$ cat src/rtl/cpu_seq_pkg.sv
package cpu_seq_pkg;

    localparam int IW  = 20;
    localparam int OPW = 4;
    localparam int RAW = 6;
    localparam logic [RAW-1:0] SR_ADDR = '1;

    typedef enum logic [OPW-1:0] {
        OP_OR, OP_AND, OP_NAND, OP_NOR, OP_XOR, OP_XNOR, OP_ADD, OP_SUB,
        OP_NOT, OP_INC, OP_DEC, OP_MOVE, OP_LOAD, OP_STORE, OP_NOPA, OP_NOPB
    } opcode_e;

    typedef struct packed {
        logic [IW-OPW-2*RAW-1:0] rsv;
        logic [RAW-1:0]          src;
        logic [RAW-1:0]          dst;
        logic [OPW-1:0]          op;
    } instr_t;

    typedef enum logic [2:0] {
        ST_FETCH, ST_DECODE, ST_ALU, ST_MOVE, ST_MEM
    } seq_state_e;

    typedef enum logic [2:0] {
        K_NOP, K_ALU, K_MOVE, K_LOAD, K_STORE
    } kind_e;

    typedef struct packed {
        kind_e kind;
        logic  unary;
    } dec_t;

    function automatic dec_t decode_op(instr_t i);
        dec_t d;
        logic touches_sr;
        touches_sr = (i.dst == SR_ADDR) || (i.src == SR_ADDR);
        d.unary = 1'b0;
        case (opcode_e'(i.op))
            OP_NOT, OP_INC, OP_DEC: begin
                d.kind  = K_ALU;
                d.unary = 1'b1;
            end
            OP_MOVE:  d.kind = K_MOVE;
            OP_LOAD:  d.kind = touches_sr ? K_NOP : K_LOAD;
            OP_STORE: d.kind = touches_sr ? K_NOP : K_STORE;
            OP_NOPA, OP_NOPB: d.kind = K_NOP;
            default:  d.kind = K_ALU;
        endcase
        return d;
    endfunction

endpackage

$ cat src/rtl/seq_step_timer.sv
module seq_step_timer #(
    parameter int TW = 3
) (
    input  logic clk,
    input  logic rst_n,
    input  logic run,
    input  logic ready,
    output logic done
);
    localparam logic [TW-1:0] LAST = '1;

    logic [TW-1:0] cnt;

    assign done = run && (ready || cnt == LAST);

    always_ff @(posedge clk) begin
        if (!rst_n || !run || done) cnt <= '0;
        else                        cnt <= cnt + TW'(1);
    end

    // an access never runs past the last count without finishing
    a_r2_timeout_ends: assert property (@(posedge clk) disable iff (!rst_n)
        (run && cnt == LAST) |=> (cnt == '0));

endmodule

$ cat src/rtl/seq_regfile.sv
module seq_regfile #(
    parameter int DW   = 8,
    parameter int NREG = 64
) (
    input  logic                    clk,
    input  logic                    rst_n,
    input  logic                    we,
    input  logic [$clog2(NREG)-1:0] waddr,
    input  logic [DW-1:0]           wdata,
    input  logic [$clog2(NREG)-1:0] ra_a,
    output logic [DW-1:0]           rd_a,
    input  logic [$clog2(NREG)-1:0] ra_b,
    output logic [DW-1:0]           rd_b
);
    localparam int RW = $clog2(NREG);
    localparam logic [RW-1:0] SRX = RW'(NREG - 1);

    logic [DW-1:0] gpr [NREG-1];
    logic [DW-1:0] sr_q;

    always_ff @(posedge clk) begin
        if (!rst_n)                  sr_q <= '0;
        else if (we && waddr == SRX) sr_q <= wdata;
    end

    always_ff @(posedge clk) begin
        if (we && waddr != SRX) gpr[waddr] <= wdata;
    end

    assign rd_a = (ra_a == SRX) ? sr_q : gpr[ra_a];
    assign rd_b = (ra_b == SRX) ? sr_q : gpr[ra_b];

    // status register leaves reset at zero
    a_r7_sr_cleared: assert property (@(posedge clk) disable iff (!rst_n)
        $rose(rst_n) |-> (sr_q == '0));

endmodule

$ cat src/rtl/seq_decoder.sv
module seq_decoder
    import cpu_seq_pkg::*;
(
    input  instr_t ir,
    output dec_t   dec
);
    assign dec = decode_op(ir);
endmodule

$ cat src/rtl/cpu_seq_ctrl.sv
module cpu_seq_ctrl
    import cpu_seq_pkg::*;
#(
    parameter int DW = 8,
    parameter int AW = 8,
    parameter int TW = 3
) (
    input  logic          clk,
    input  logic          rst_n,
    output logic          mem_req,
    output logic          mem_we,
    output logic [AW-1:0] mem_addr,
    output logic [DW-1:0] mem_wdata,
    input  logic [IW-1:0] mem_rdata,
    input  logic          mem_rdy,
    output logic [DW-1:0] alu_a,
    output logic [DW-1:0] alu_b,
    output logic [OPW-1:0] alu_fn,
    input  logic [DW-1:0] alu_y
);
    localparam int NREG = 2 ** RAW;

    seq_state_e    state;
    instr_t        ir;
    logic [AW-1:0] pc;
    dec_t          dec;
    logic          run, done;
    logic          rf_we;
    logic [DW-1:0] rf_wdata, rd_a, rd_b;

    seq_decoder u_dec (.ir(ir), .dec(dec));

    assign run = (state == ST_FETCH) || (state == ST_MEM);

    seq_step_timer #(.TW(TW)) u_timer (
        .clk(clk), .rst_n(rst_n), .run(run), .ready(mem_rdy), .done(done)
    );

    always_comb begin
        rf_we    = 1'b0;
        rf_wdata = alu_y;
        case (state)
            ST_ALU:  rf_we = 1'b1;
            ST_MOVE: begin
                rf_we    = 1'b1;
                rf_wdata = rd_b;
            end
            ST_MEM: begin
                rf_we    = done && (dec.kind == K_LOAD);
                rf_wdata = mem_rdata[DW-1:0];
            end
            default: ;
        endcase
    end

    seq_regfile #(.DW(DW), .NREG(NREG)) u_rf (
        .clk(clk), .rst_n(rst_n),
        .we(rf_we), .waddr(ir.dst), .wdata(rf_wdata),
        .ra_a(ir.dst), .rd_a(rd_a),
        .ra_b(ir.src), .rd_b(rd_b)
    );

    always_ff @(posedge clk) begin
        if (!rst_n) begin
            state <= ST_FETCH;
            ir    <= '0;
            pc    <= '0;
        end else begin
            case (state)
                ST_FETCH: if (done) begin
                    ir    <= instr_t'(mem_rdata);
                    pc    <= pc + AW'(1);
                    state <= ST_DECODE;
                end
                ST_DECODE: begin
                    case (dec.kind)
                        K_ALU:            state <= ST_ALU;
                        K_MOVE:           state <= ST_MOVE;
                        K_LOAD, K_STORE:  state <= ST_MEM;
                        default:          state <= ST_FETCH;
                    endcase
                end
                ST_MEM:  if (done) state <= ST_FETCH;
                default: state <= ST_FETCH;
            endcase
        end
    end

    assign mem_req   = run;
    assign mem_we    = (state == ST_MEM) && (dec.kind == K_STORE);
    assign mem_addr  = (state == ST_FETCH) ? pc : AW'(rd_b);
    assign mem_wdata = rd_a;
    assign alu_fn    = ir.op;
    assign alu_a     = dec.unary ? rd_b : rd_a;
    assign alu_b     = dec.unary ? '0 : rd_b;

    // a completed read advances the program counter by one
    a_r2_pc_step: assert property (@(posedge clk) disable iff (!rst_n)
        (state == ST_FETCH && done) |=> (pc == $past(pc) + AW'(1)));

    // the instruction register changes only on a read
    a_r2_ir_held: assert property (@(posedge clk) disable iff (!rst_n)
        (state != ST_FETCH) |=> $stable(ir));

    // decode lasts a single cycle
    a_r3_decode_once: assert property (@(posedge clk) disable iff (!rst_n)
        (state == ST_DECODE) |=> (state != ST_DECODE));

    // memory op naming the status register goes straight back to reading
    a_r10_sr_mem_skipped: assert property (@(posedge clk) disable iff (!rst_n)
        (state == ST_DECODE && (ir.op == OP_LOAD || ir.op == OP_STORE)
         && (ir.dst == SR_ADDR || ir.src == SR_ADDR)) |=> (state == ST_FETCH));

    // a write strobe always comes with a request
    a_r11_we_in_req: assert property (@(posedge clk) disable iff (!rst_n)
        mem_we |-> mem_req);

endmodule

$ cat config.mk
export PLATFORM = sky130hd
export DESIGN_NAME = cpu_seq_ctrl
export DESIGN_NICKNAME = d
export VERILOG_FILES = /design/src/rtl/cpu_seq_pkg.sv /design/src/rtl/seq_step_timer.sv /design/src/rtl/seq_regfile.sv /design/src/rtl/seq_decoder.sv /design/src/rtl/cpu_seq_ctrl.sv
export SDC_FILE = /design/constraint.sdc
export NUM_CORES = 1
export LEC_CHECK = 0
export BUFFER_PORTS_ARGS = -buffer_cell sky130_fd_sc_hd__buf_4
export CAP_MARGIN = 20
export CELL_PAD_IN_SITES_DETAIL_PLACEMENT = 1
export CELL_PAD_IN_SITES_GLOBAL_PLACEMENT = 1
export CORE_MARGIN = 4
export CORE_UTILIZATION = 40
export CTS_CLUSTER_DIAMETER = 150
export CTS_CLUSTER_SIZE = 14
export DETAILED_ROUTE_END_ITERATION = 8
export PLACE_DENSITY_LB_ADDON = 0.1
export SETUP_SLACK_MARGIN = 0.3
export SYNTH_ARGS = -nofsm -noshare
export SYNTH_HDL_FRONTEND = slang
export SYNTH_SLANG_ARGS = --single-unit
$ cat constraint.sdc
create_clock -name clk -period 6.2 [get_ports clk]
set_input_delay 0.93 -clock clk [delete_from_list [all_inputs] [get_ports clk]]
set_output_delay 0.93 -clock clk [all_outputs]
set_load 0.1 [all_outputs]
==> impl_metrics.json, run 1 <==
{
  "start_util": 0.403,
  "postSynthAreaPerCell_um2": 16.1,
  "syn_area_um2": 26500,
  "cp_top_family": "multiplexers",
  "relSlewSlack": 0.174,
  "p_per_area_nw_per_um2": 285,
  "finalNetCount": 1750,
  "gp_routability_congestion": 0.903,
  "overflow": 0,
  "clkSlewWorstSetupHoldPaths_ps": 70,
  "multi_input_area_um2": 9750,
  "die_w_um": 266,
  "r2r_end": "u_rf.gpr[56][6]$_DFFE_PP_",
  "synth.distinct_cells": 70,
  "grt_max_degree": 64,
  "critical_path.slowest_cell": "dfxtp_4",
  "first_iter_violations": 1776,
  "yosys_warnings": 0,
  "clock_skew_ps": 29.5,
  "die_h_um": 266,
  "drive_above_1_share": 0.269,
  "clk_root_buffer_cell": "clkbuf_16",
  "ir_drop_v": 0.000214,
  "fillCellCount": 6341,
  "synth_most_common_cell": "edfxtp_1",
  "wl_per_cell_um": 35.2,
  "worstHoldStart": "u_timer.cnt[0]$_SDFF_PP0_",
  "setup_violations": 0,
  "hold_path_class": "flip-flop to flip-flop",
  "ys_seq_area_frac": 0.608,
  "ys_top_cells_by_area": "edfxtp_1 (57%), mux4_2 (18%), mux2i_1 (4.4%)",
  "dpl.cell_count": 2525,
  "synthCells": 1649,
  "critPathBufInv": 2,
  "path_class": "flip-flop to output pin",
  "cp_max_fo": 27,
  "antenna_found_initial": 3,
  "crit_top_cell": "mux4_2",
  "detail-route-antenna-nets": 0,
  "maxCapViolations": 0,
  "route.detailed.drc": 0,
  "cts_buffers": 45,
  "via_per_inst": 6.29,
  "rr_worst_depth": 8,
  "die_area_um2": 70500,
  "insertion_delay_ps": 600,
  "endpoint_kind": "output pin",
  "holdBufCountCts": 0,
  "crit_required_ps": 5270,
  "num_vias": 16300,
  "grt_pass1_vias": 17000,
  "syn_nets": 1683,
  "synth_edf_count": 504,
  "worstPathCellList": "buf_12 -> mux4_2 -> mux4_2 -> o211ai_1 -> o21ai_1 -> a211o_1 -> mux2_2 -> buf_4",
  "max_stage_delay_ps": 650,
  "final-seq-area_um2": 16200,
  "place_hpwl_um": 62000,
  "crit_end": "alu_a[7]",
  "fmaxAchievable_mhz": 189,
  "arrival_ps": 4360,
  "netlist.area_leader.share": 0.571,
  "r2r_start": "ir[8]$_SDFFE_PN0P_",
  "antenna_cells": 0,
  "wirelength_um": 90900,
  "timing.final.crit_share": 0.853,
  "cts_buffer_depth": 3,
  "worst_pin_slew_ps": 1230,
  "rsz0062_at_grt": "false",
  "first_pass_iters": 5,
  "tns_ps": 0,
  "startpoint_type": "flip-flop",
  "finalHoldViolations": 0,
  "core_region_area_um2": 65700,
  "cts-htree-levels": 2,
  "cts.sinks": 554,
  "ys_seq_elements": 554,
  "port_buffers": 64,
  "synthFlopType": "edfxtp_1",
  "syn_to_final_growth_pct": 11.1,
  "leakage_nw": 8.89,
  "reg2reg_slack_ps": 1660,
  "grt_usage": 0.256,
  "cts_tree": "done",
  "ys_top_cells_by_count": "edfxtp_1 (504), mux4_2 (214), nand2_1 (119)",
  "status": "complete, no violations",
  "instances_no_fill": 2587,
  "synth.largest_area_cell": "edfxtp_1",
  "row_count": 94,
  "io_pins": 69,
  "finalMaxSlewViolations": 0,
  "cts_resized": 0,
  "period_needed_ps": 5290,
  "whs_path_depth": 1,
  "synthArstFlopShare": 0,
  "grt_pass1_wl_um": 129000,
  "worst-path-stages": 8,
  "cts_setup_buffers": 0
}
==> cells by family (layout without fill, tap and decap cells) <==
group	Yosys count	after routing	synth area share
flops	554	554	0.608
fa+ha+maj	3	3	0.00142
buf+inv	129	203	0.0272
xor+xnor	7	7	0.00231
simple gates	373	373	0.0663
mux	349	349	0.234
compound gates	234	234	0.0610
==> per-stage QoR <==
step	power (mW)	hold slack (ps)	area (um2)	util	setup WS, ps
after floorplan	5.28	396	26500	-	1070
final	8.39	425	29500	0.448	910
after global routing	8.65	446	29500	0.448	599
after detailed placement	5.81	422	28200	0.429	1490
after CTS	8.44	432	29400	0.447	852
after global placement	5.80	408	28100	0.428	1540
==> layout make-up <==
| class | instances | area share |
|---|---|---|
| well taps | 864 | 0.0367 |
| multi-input cells | 966 | 0.331 |
| repair buffers | 144 | 0.0430 |
| flip-flops and latches | 554 | 0.548 |
| clock buffers | 52 | 0.0398 |
| inverters | 5 | 0.000637 |
| clock inverters | 2 | 0.000849 |
==> how the worst min path moves through the flow <==
| stage | end | slack, ps |
|---|---|---|
| 2_1_floorplan | u_timer.cnt[0]$_SDFF_PP0_ | 400 |
| 3_3_place_gp | u_timer.cnt[0]$_SDFF_PP0_ | 410 |
| 3_5_place_dp | u_timer.cnt[0]$_SDFF_PP0_ | 420 |
| 4_1_cts | u_timer.cnt[0]$_SDFF_PP0_ | 430 |
| 5_1_grt | u_timer.cnt[0]$_SDFF_PP0_ | 450 |
| 6_report | u_timer.cnt[0]$_SDFF_PP0_ | 420 |
==> per-layer routing <==
layer | track usage | routed length (um) | up-vias
li1 | - | - | 6819
met1 | 0.348 | 38100 | 8728
met3 | 0.0561 | 6420 | 139
met4 | 0.0847 | 3160 | 4
met5 | 0 | 26 | -
met2 | 0.414 | 43200 | 580
==> sequential cells by signal, indices dropped and copies added (netlist names), named ones only <==
register and count:
state 3, ir 12, u_rf.sr_q 8, pc 8, alu_fn 4, u_timer.cnt 3
u_rf.gpr 504
==> power breakdown <==
| part | internal, mW | total [mW] | switching, mW |
|---|---|---|---|
| Clock | 1.33 | 2.66 | 1.33 |
| Combinational | 0.458 | 1.53 | 1.08 |
| Sequential | 4.11 | 4.19 | 0.0824 |
==> cell usage in the layout (no fill, tap or decap), drive strengths merged, types with 10 or more instances in the layout <==
cell      n
nor2    110
edfxtp  504
nor3     18
mux2i   116
o22ai    22
nor2b    24
o21ai    45
a21boi   24
dfxtp    50
mux2     19
clkbuf   53
a21oi    33
o221ai   10
a211oi   21
and2     18
nand3    26
nand2   119
nand2b   14
a22oi    21
buf     143
mux4    214
Note: power is estimated with default switching activity, not from simulation.
==> inputs of run 2 (changes only) <==
--- a/config.mk
+++ b/config.mk
@@ -14,6 +14,7 @@
 export CTS_CLUSTER_DIAMETER = 150
 export CTS_CLUSTER_SIZE = 14
 export DETAILED_ROUTE_END_ITERATION = 8
+export HOLD_SLACK_MARGIN = 0.05
 export PLACE_DENSITY_LB_ADDON = 0.1
 export SETUP_SLACK_MARGIN = 0.3
 export SYNTH_ARGS = -nofsm -noshare
==> constraint.sdc (replaced) <==
create_clock -name clk -period 6.9 [get_ports clk]
set_input_delay 1.035 -clock clk [delete_from_list [all_inputs] [get_ports clk]]
set_output_delay 1.035 -clock clk [all_outputs]
set_load 0.1 [all_outputs]
==> run 2 against run 1 <==
Effect of this change: global-route usage is 0.23 points lower; largest cell class unchanged; sequential share of layout area up 0.37 points; largest power group unchanged; critical path type unchanged; sequential power fell by 9.8%.
==> impl_metrics.json, run 2 (same netlist as run 1, synthesis figures left out) <==
{
  "status": "complete, no violations",
  "grt_usage": 0.254,
  "cts_buffers": 45,
  "worstHoldStart": "u_timer.cnt[0]$_SDFF_PP0_",
  "tns_ps": 0,
  "num_vias": 16300,
  "critPathBufInv": 2,
  "fmaxAchievable_mhz": 175,
  "place_hpwl_um": 61400,
  "first_pass_iters": 5,
  "cts_buffer_depth": 3,
  "cp_top_family": "compound AO/OA/AOI/OAI gates",
  "regMostFlops": "u_rf.gpr",
  "die_h_um": 266,
  "finalHoldViolations": 0,
  "start_util": 0.403,
  "finalNetCount": 1731,
  "overflow": 0,
  "timing.final.crit_share": 0.829,
  "whs_path_depth": 1,
  "cts.sinks": 554,
  "first_iter_violations": 1588,
  "via_per_inst": 6.32,
  "cts_setup_buffers": 0,
  "leakage_nw": 8.80,
  "grt_pass1_vias": 17100,
  "insertion_delay_ps": 600,
  "grt_pass1_wl_um": 128000,
  "cts_resized": 0,
  "cts_tree": "done",
  "antenna_cells": 0,
  "row_count": 94,
  "path_class": "flip-flop to output pin",
  "clk_root_buffer_cell": "clkbuf_16",
  "detail-route-antenna-nets": 0,
  "setup_violations": 0,
  "max_stage_delay_ps": 760,
  "die_w_um": 266,
  "critical_path.slowest_cell": "dfxtp_4",
  "relSlewSlack": 0.211,
  "min_to": "u_timer.cnt[0]$_SDFF_PP0_",
  "hold_path_class": "flip-flop to flip-flop",
  "holdBufCountCts": 0,
  "io_pins": 69,
  "reg2reg_slack_ps": 2240,
  "syn_to_final_growth_pct": 10.4,
  "worst_pin_slew_ps": 1180,
  "clock_skew_ps": 24.3,
  "placed_cell_area_um2": 28000,
  "die_area_um2": 70500,
  "period_needed_ps": 5720,
  "r2r_end": "u_rf.gpr[6][5]$_DFFE_PP_",
  "wl_per_cell_um": 35.1,
  "worstPathCellList": "buf_4 -> mux4_2 -> a22oi_1 -> nand2_1 -> a21oi_1 -> a2bb2oi_1 -> a21boi_0 -> a21oi_1 -> buf_4",
  "cts-htree-levels": 2,
  "core_region_area_um2": 65700,
  "top_regs": "u_rf.gpr: 504 flops, ir: 12 flops",
  "rr_worst_depth": 8,
  "fin_area_um2": 29300,
  "gp_routability_congestion": 0.892,
  "route.detailed.drc": 0,
  "largest_reg_flops": 504,
  "maxCapViolations": 0,
  "drive_above_1_share": 0.260,
  "antenna_found_initial": 2,
  "startpoint_type": "flip-flop",
  "rsz0062_at_grt": "false",
  "crit_required_ps": 5860,
  "finalMaxSlewViolations": 0,
  "p_per_area_nw_per_um2": 257,
  "ir_drop_v": 0.000200,
  "clkSlewWorstSetupHoldPaths_ps": 70,
  "final_common_cell": "edfxtp_1",
  "wirelength_um": 90100,
  "endpoint_kind": "output pin",
  "layout_common_cells": "edfxtp_1 (504), mux4_2 (214), nand2_1 (118)",
  "port_buffers": 64,
  "grt_max_degree": 65,
  "arrival_ps": 4690,
  "cp_max_fo": 28
}
run 2: cell types whose count changed in the layout (fill, tap and decap cells not counted):
cell | previous run | this run
buf_6 | 11 | 2
buf_4 | 121 | 114
buf_12 | 11 | 7
clkbuf_1 | 6 | 7
clkbuf_16 | 46 | 47
clkinv_8 | 1 | 0
dlymetal6s2s_1 | 0 | 1
inv_6 | 0 | 1
run 2: power breakdown:
part / internal, mW / switching (mW) / total [mW]
sequential: 3.70 / 0.0851 / 3.78
clock: 1.22 / 1.18 / 2.40
combinational: 0.404 / 0.949 / 1.35
total: 5.32 / 2.21 / 7.53
run 2: worst max path at each step:
stage	cells past startpoint	start	slack, ps	endpoint
after floorplan	8	flip-flop	1720	alu_a[3]
after global placement	9	flip-flop	1890	alu_a[4]
after detailed placement	9	flip-flop	1890	alu_a[4]
after CTS	9	flip-flop	1250	alu_a[4]
after global routing	9	flip-flop	980	mem_addr[3]
final	9	flip-flop	1180	mem_addr[3]
run 2: per-stage QoR:
step / hold slack (ps) / setup slack, ps / cells / utilization / power, mW
detailed placement: 421 / 1890 / 2509 / 0.426 / 5.20
floorplan: 396 / 1720 / 1649 / - / 4.75
CTS: 435 / 1250 / 2565 / 0.444 / 7.59
global placement: 408 / 1890 / 2508 / 0.426 / 5.19
global route: 444 / 982 / 2570 / 0.445 / 7.78
finish: 425 / 1180 / 2570 / 0.445 / 7.53
run 2: final cells by class:
type / instances / area [um2]
inverters: 5 / 18.8
clock inverters: 2 / 17.5
fillers: 6372 / 36500
well taps: 864 / 1080
multi-input cells: 966 / 9750
flip-flops and latches: 554 / 16200
clock buffers: 54 / 1200
repair buffers: 125 / 1040
run 2: per-layer routing:
layer / vias to the layer above / track usage / wire [um]
met3: 141 / 0.0448 / 6140
li1: 6767 / - / -
met2: 666 / 0.416 / 43200
met4: 2 / 0.0714 / 2830
met1: 8677 / 0.352 / 37900
met5: - / 0.00473 / 41
